**config.mk**
```make
export PLATFORM = sky130hd
export DESIGN_NAME = irq_route_regwin
export DESIGN_NICKNAME = d
export VERILOG_FILES = /design/src/rtl/regwin_pkg.sv /design/src/rtl/regwin_decode.sv /design/src/rtl/regwin_table.sv /design/src/rtl/regwin_readmux.sv /design/src/rtl/irq_route_regwin.sv
export SDC_FILE = /design/constraint.sdc
export NUM_CORES = 2
export LEC_CHECK = 0
export BUFFER_PORTS_ARGS = -buffer_cell sky130_fd_sc_hd__buf_2
export CELL_PAD_IN_SITES_DETAIL_PLACEMENT = 1
export CELL_PAD_IN_SITES_GLOBAL_PLACEMENT = 1
export CORE_AREA = 2 2 636 638
export DETAILED_ROUTE_END_ITERATION = 16
export DIE_AREA = 0 0 638 640
export HOLD_SLACK_MARGIN = 0.12
export PLACE_DENSITY = 0.37
export SYNTH_ARGS = -nofsm -noshare
export SYNTH_HDL_FRONTEND = slang
export SYNTH_SLANG_ARGS = --single-unit
```
**constraint.sdc**
```tcl
create_clock -name clk -period 3.77 [get_ports clk]
set_clock_uncertainty 0.05 [all_clocks]
set_input_delay 0.1885 -clock clk [delete_from_list [all_inputs] [get_ports clk]]
set_output_delay 0.1885 -clock clk [all_outputs]
set_load 0.1 [all_outputs]
```
**src/rtl/regwin_pkg.sv**
```systemverilog
package regwin_pkg;
  localparam int SEL_W  = 8;
  localparam int DATA_W = 32;
  localparam int ENT_W  = 64;

  localparam logic [SEL_W-1:0] SEL_ID  = 8'h00;
  localparam logic [SEL_W-1:0] SEL_VER = 8'h01;
  localparam logic [SEL_W-1:0] SEL_ARB = 8'h02;
  localparam logic [SEL_W-1:0] SEL_TBL = 8'h10;

  localparam int RIRR_BIT = 14;

  typedef enum logic [1:0] {
    WK_ID   = 2'd0,
    WK_VER  = 2'd1,
    WK_TBL  = 2'd2,
    WK_ONES = 2'd3
  } win_kind_e;

  typedef struct packed {
    logic [7:0]  dest;
    logic [38:0] rsvd;
    logic        mask;
    logic        level;
    logic        rirr;
    logic        pol;
    logic        busy;
    logic        dmode;
    logic [2:0]  dlv;
    logic [7:0]  vec;
  } route_ent_t;
endpackage

```
**src/rtl/regwin_decode.sv**
```systemverilog
module regwin_decode
  import regwin_pkg::*;
#(
  parameter int NPINS  = 24,
  parameter int IDX_W  = 5,
  parameter int ADDR_W = 8
) (
  input  logic              acc_valid,
  input  logic              acc_write,
  input  logic [ADDR_W-1:0] acc_offset,
  input  logic [SEL_W-1:0]  sel,
  output logic              hit_sel,
  output logic              hit_win,
  output logic              sel_wr,
  output logic              id_wr,
  output logic              tbl_wr_lo,
  output logic              tbl_wr_hi,
  output win_kind_e         kind,
  output logic [IDX_W-1:0]  idx
);
  localparam logic [ADDR_W-1:0] OFF_SEL = '0;
  localparam logic [ADDR_W-1:0] OFF_WIN = ADDR_W'(16);
  localparam logic [SEL_W-2:0]  NPINS_C = (SEL_W-1)'(NPINS);

  logic [SEL_W-1:0] rel;
  logic [SEL_W-2:0] full_idx;
  logic             in_tbl;
  logic             wr;

  assign rel      = sel - SEL_TBL;
  assign full_idx = rel[SEL_W-1:1];
  assign in_tbl   = (sel >= SEL_TBL) && (full_idx < NPINS_C);
  assign idx      = in_tbl ? full_idx[IDX_W-1:0] : '0;

  always_comb begin
    if (sel == SEL_ID || sel == SEL_ARB) kind = WK_ID;
    else if (sel == SEL_VER)             kind = WK_VER;
    else if (in_tbl)                     kind = WK_TBL;
    else                                 kind = WK_ONES;
  end

  assign hit_sel   = (acc_offset == OFF_SEL);
  assign hit_win   = (acc_offset == OFF_WIN);
  assign wr        = acc_valid && acc_write;
  assign sel_wr    = wr && hit_sel;
  assign id_wr     = wr && hit_win && (sel == SEL_ID);
  assign tbl_wr_lo = wr && hit_win && (kind == WK_TBL) && !rel[0];
  assign tbl_wr_hi = wr && hit_win && (kind == WK_TBL) &&  rel[0];
endmodule

```
**src/rtl/regwin_table.sv**
```systemverilog
module regwin_table
  import regwin_pkg::*;
#(
  parameter int NPINS = 24,
  parameter int IDX_W = 5
) (
  input  logic                   clk,
  input  logic                   rst,
  input  logic                   wr_lo,
  input  logic                   wr_hi,
  input  logic [IDX_W-1:0]       idx,
  input  logic [DATA_W-1:0]      wdata,
  output logic [NPINS*ENT_W-1:0] tbl_flat
);
  localparam route_ent_t        RST_ENT = '{mask: 1'b1, default: '0};
  localparam logic [DATA_W-1:0] LO_KEEP = ~(DATA_W'(1) << RIRR_BIT);

  for (genvar g = 0; g < NPINS; g++) begin : g_ent
    logic [ENT_W-1:0] ent_q;
    logic             hit;
    assign hit = (idx == IDX_W'(g));

    always_ff @(posedge clk) begin
      if (rst) begin
        ent_q <= RST_ENT;
      end else begin
        if (wr_lo && hit) ent_q[DATA_W-1:0]     <= wdata & LO_KEEP;
        if (wr_hi && hit) ent_q[ENT_W-1:DATA_W] <= wdata;
      end
    end

    assign tbl_flat[g*ENT_W +: ENT_W] = ent_q;
  end
endmodule

```
**src/rtl/regwin_readmux.sv**
```systemverilog
module regwin_readmux
  import regwin_pkg::*;
#(
  parameter int         NPINS   = 24,
  parameter int         IDX_W   = 5,
  parameter logic [7:0] VERSION = 8'h11
) (
  input  logic                   hit_sel,
  input  logic                   hit_win,
  input  logic [SEL_W-1:0]       sel,
  input  logic [3:0]             id,
  input  win_kind_e              kind,
  input  logic [IDX_W-1:0]       idx,
  input  logic [NPINS*ENT_W-1:0] tbl_flat,
  output logic [DATA_W-1:0]      rdata
);
  localparam logic [DATA_W-1:0] VER_WORD = {8'h00, 8'(NPINS-1), 8'h00, VERSION};

  logic [ENT_W-1:0]  entry;
  logic [DATA_W-1:0] half;

  assign entry = tbl_flat[int'(idx)*ENT_W +: ENT_W];
  assign half  = sel[0] ? entry[ENT_W-1:DATA_W] : entry[DATA_W-1:0];

  always_comb begin
    rdata = '0;
    if (hit_sel) begin
      rdata = {{(DATA_W-SEL_W){1'b0}}, sel};
    end else if (hit_win) begin
      case (kind)
        WK_ID:   rdata = {4'h0, id, 24'h0};
        WK_VER:  rdata = VER_WORD;
        WK_TBL:  rdata = half;
        default: rdata = '1;
      endcase
    end
  end
endmodule

```
**src/rtl/irq_route_regwin.sv**
```systemverilog
module irq_route_regwin
  import regwin_pkg::*;
#(
  parameter int         NPINS   = 24,
  parameter logic [7:0] VERSION = 8'h11,
  parameter int         ADDR_W  = 8
) (
  input  logic                   clk,
  input  logic                   rst,
  input  logic                   acc_valid,
  input  logic                   acc_write,
  input  logic [ADDR_W-1:0]      acc_offset,
  input  logic [DATA_W-1:0]      acc_wdata,
  output logic                   acc_rvalid,
  output logic [DATA_W-1:0]      acc_rdata,
  output logic [NPINS*ENT_W-1:0] route_tbl
);
  localparam int IDX_W = (NPINS > 1) ? $clog2(NPINS) : 1;

  logic [SEL_W-1:0]  sel_q;
  logic [3:0]        id_q;
  logic [DATA_W-1:0] rdata_q;
  logic              rvalid_q;
  logic [DATA_W-1:0] rdata_nxt;

  logic             hit_sel, hit_win, sel_wr, id_wr, tbl_wr_lo, tbl_wr_hi;
  win_kind_e        kind;
  logic [IDX_W-1:0] idx;

  regwin_decode #(.NPINS(NPINS), .IDX_W(IDX_W), .ADDR_W(ADDR_W)) u_dec (
    .acc_valid (acc_valid),
    .acc_write (acc_write),
    .acc_offset(acc_offset),
    .sel       (sel_q),
    .hit_sel   (hit_sel),
    .hit_win   (hit_win),
    .sel_wr    (sel_wr),
    .id_wr     (id_wr),
    .tbl_wr_lo (tbl_wr_lo),
    .tbl_wr_hi (tbl_wr_hi),
    .kind      (kind),
    .idx       (idx)
  );

  regwin_table #(.NPINS(NPINS), .IDX_W(IDX_W)) u_tbl (
    .clk     (clk),
    .rst     (rst),
    .wr_lo   (tbl_wr_lo),
    .wr_hi   (tbl_wr_hi),
    .idx     (idx),
    .wdata   (acc_wdata),
    .tbl_flat(route_tbl)
  );

  regwin_readmux #(.NPINS(NPINS), .IDX_W(IDX_W), .VERSION(VERSION)) u_rmux (
    .hit_sel (hit_sel),
    .hit_win (hit_win),
    .sel     (sel_q),
    .id      (id_q),
    .kind    (kind),
    .idx     (idx),
    .tbl_flat(route_tbl),
    .rdata   (rdata_nxt)
  );

  always_ff @(posedge clk) begin
    if (rst) begin
      sel_q    <= '0;
      id_q     <= '0;
      rvalid_q <= 1'b0;
      rdata_q  <= '0;
    end else begin
      if (sel_wr) sel_q <= acc_wdata[SEL_W-1:0];
      if (id_wr)  id_q  <= acc_wdata[27:24];
      rvalid_q <= acc_valid && !acc_write;
      if (acc_valid && !acc_write) rdata_q <= rdata_nxt;
    end
  end

  assign acc_rvalid = rvalid_q;
  assign acc_rdata  = rdata_q;
endmodule

```
==> results.txt <==
Tmin final: 3.74 ns
Wirelength per Cell: 39.7 um
Post-synth ARST share: 0%
Min-delay src: acc_wdata[0]
Overflow after GRT: 0
Post-detail-place hpwl: 473000 um
RSZ-0062 raised after global routing: yes
Clock transition at path regs: 0.06 ns
Leading area contributor after synthesis: dfxtp_1
Startpoint class of the critical path: register
IO Pins: 1613
Clk buf depth: 4
Post-layout util: 23.5%
Peak supply drop: 0.000359 V
Sequential element share of the synthesized area: 47.0%
Crit share post-route: 99.3%
Final Max Slew Viols: 0
Synthesis-to-finish area growth: 42.2%
TritonCTS clock tree: yes
Sw power: 10.3 mW
P_int: 28.1 mW
Sequential group share of total power: 42.9%
Worst-path fanout max: 18
Largest net degree at the start of global routing: 141
Top_reg_cell synth: dfxtp_1
Final hold violation count: 0
Total Routed Length: 643000 um
EDFF count, synth: 0
Comb pwr share: 3.7%
Layout cells sized above 1: 27.4%
RR Startpoint: sel_q[5]
Worst Setup End Kind: register
Core region area: 401000 um^2
Multi-input logic area: 32200 um^2
Die ar.: 408000 um^2
Pwr dens: 407 nW/um^2
Worst-margin pin slew: 1.31 ns
Ys Warns: 0
CTS H-tree lvls: 4
Clock buffer count from CTS: 209
Worst Setup SP: sel_q[5]
Library cells used by synthesis: 82
Clock share of power: 53.4%
HP Class: primary input to register
First-pass GRT wire length: 821000 um
Routed Antenna Nets: 0
Vias in the first global route: 78126
CTS Root Cell: clkbuf_16
Clock Latency Late Sink: 0.99 ns
CTS Sinks: 1557
Hold_ws: 0.206 ns
Peak Freq: 267 MHz
GPL Wtd Cong: 0.869
Site Rows: 233
Pleak: 36.2 nW
Final-stage net count: 10777
Data required time of the worst path: 4.55 ns
Setup WS pre-CTS: -0.906 ns
Die Span X: 638 um
Setup ws final: 0.0250 ns
FF+latch count, synth: 1557
GR Util All Layers: 30.1%
Cells after synthesis: 8946
Synth Cell Area: 66300 um^2
Worst slew margin: 12.8%
Initial antenna violation count: 55
Max Cap Viol: 0
Iter 0 DRT Violations: 6556
Die Y: 640 um
Detailed-route DRC error count: 0
Overall via count from detail_route: 78943
Sw Share: 26.8%
Worst Path Arrival: 4.53 ns
Initial Util: 16.5%
Synth top area cells: dfxtp_1 47%, nand2_1 18%, a21oi_1 13%, o22ai_1 3.7%, clkbuf_1 3.7%
Post-synth top area share: 47.0%
Mean post-synth cell area: 7.42 um^2
Drt via density: 4.87
Kind of critical path: register to register
IO Port Bufs: 1588
Filler cells: 47608
DR pass1 iterations: 5
Total area of sequential cells: 31200 um^2
Status: finished clean
Final setup viols: 0
==> power by group through the flow <==
stage	registers, mW	clock network, mW	logic, mW
2_1_floorplan	16.8	0	0.573
3_3_place_gp	16.8	0	1.39
3_5_place_dp	16.8	0	1.39
4_1_cts	16.5	21.0	1.43
5_1_grt	16.4	21.5	1.43
6_report	16.5	20.5	1.43
==> synthesized netlist by cell type, drive strengths merged (4+ instances only) <==
library cell,n
a21o,9
or3,7
or4,4
clkbuf,653
nor3,40
a22o,4
a2111oi,4
mux4,29
o211ai,15
a41o,16
and2,4
a2bb2oi,25
o22ai,394
o32ai,4
a221oi,16
nand4,28
mux2,21
a31oi,28
buf,257
inv,22
o21ai,300
nor2b,4
a22oi,13
nand2b,15
nand2,3181
a311oi,5
mux2i,155
nor2,215
a311o,6
dfxtp,1557
nor4,7
a21oi,1693
or2,7
and3,16
a211oi,28
o22a,5
nand3b,24
o221ai,65
and4,6
nand3,22
==> timing repair <==
action / CTS / global route
buffers inserted: 13 / 10
setup endpoints to repair: 268 / 448
pin swaps: 12 / 14
gates cloned: 4 / 1
resized for setup: 94 / 38
hold endpoints to repair: 1359 / 0
hold buffers: 39 / 0
==> area by class of cell <==
class	count	share of cell area, %
multi-input cells	6479	34.2
flip-flops and latches	1557	33.1
repair buffers	2461	18.5
well taps	5287	7.01
clock buffers	316	6.49
clock inverters	49	0.598
inverters	23	0.0968
diodes	25	0.0663
==> state kept, by name, summed over array words and instances, names as in the netlist <==
register	count
sel_q	8
acc_rvalid	1
u_tbl.g_ent.ent_q	1512
id_q	4
acc_rdata	32
==> cells by family after synthesis <==
logic type,share of synthesized area [%]
AOI/OAI and AO/OA,22.2
xor gates and xnor gates,0.0132
adders and majority gates,0.0377
buffers and inverters,5.83
DFF,47.0
muxes,3.68
other,0.00565
and+or+nand+nor,21.2
==> worst paths after layout <==
check / to / slack [ns] / depth (start not counted)
max reg2reg: acc_rdata[28] / 0.03 / 14
min: u_tbl.g_ent[6].ent_q[32] / 0.21 / 4
min reg2reg: u_tbl.g_ent[21].ent_q[22] / 0.41 / 2
max: acc_rdata[28] / 0.03 / 14
==> stage by stage <==
step	power [mW]	instance area, um^2	std cells	setup TNS (ns)
global route	39.4	94300	16174	-0.0123
detailed placement	18.2	86500	15741	-14.65
global placement	18.2	86500	15741	-24.58
floorplan	17.4	66400	8969	0
CTS	38.9	94100	16162	-0.0270
finish	38.4	94300	16197	0
==> layer usage <==
layer  vias up  global-route usage [%]  part of all wire [%]
li1      33900                       -                     -
met1     41203                    35.9                    40
met2      3065                    51.5                    48
met3       775                    5.82                   6.0
met4         0                    14.8                   5.9
met5         -                       0                     0
==> layout by cell type, fill, tap and decap left out, drive strengths merged, types with 16 or more instances in the layout <==
cell type / n
nand3b: 24
a31oi: 28
nand4: 28
a21oi: 1693
a221oi: 16
nor2: 215
a211oi: 28
clkinv: 34
nand3: 22
dfxtp: 1557
o21ai: 300
conb: 24
o221ai: 65
a2bb2oi: 25
nand2: 3181
and3: 16
o22ai: 394
buf: 2419
a41o: 16
mux2i: 155
dlygate4sd3: 39
clkbuf: 317
diode: 25
mux2: 21
inv: 30
nor3: 40
mux4: 29
==> critical path, stage by stage, from the launching register on <==
cell	delay [ns]
dfxtp_2	0.33
inv_2	0.06
ha_4	0.16
or3b_4	0.40
or3_4	0.35
a21boi_4	0.16
buf_4	0.24
nor3_4	0.20
buf_4	0.16
buf_4	0.21
nand4_1	0.55
buf_12	0.35
o211ai_1	0.09
buf_4	0.19
a211oi_2	0.07
Note: power is estimated with default switching activity, not from simulation.
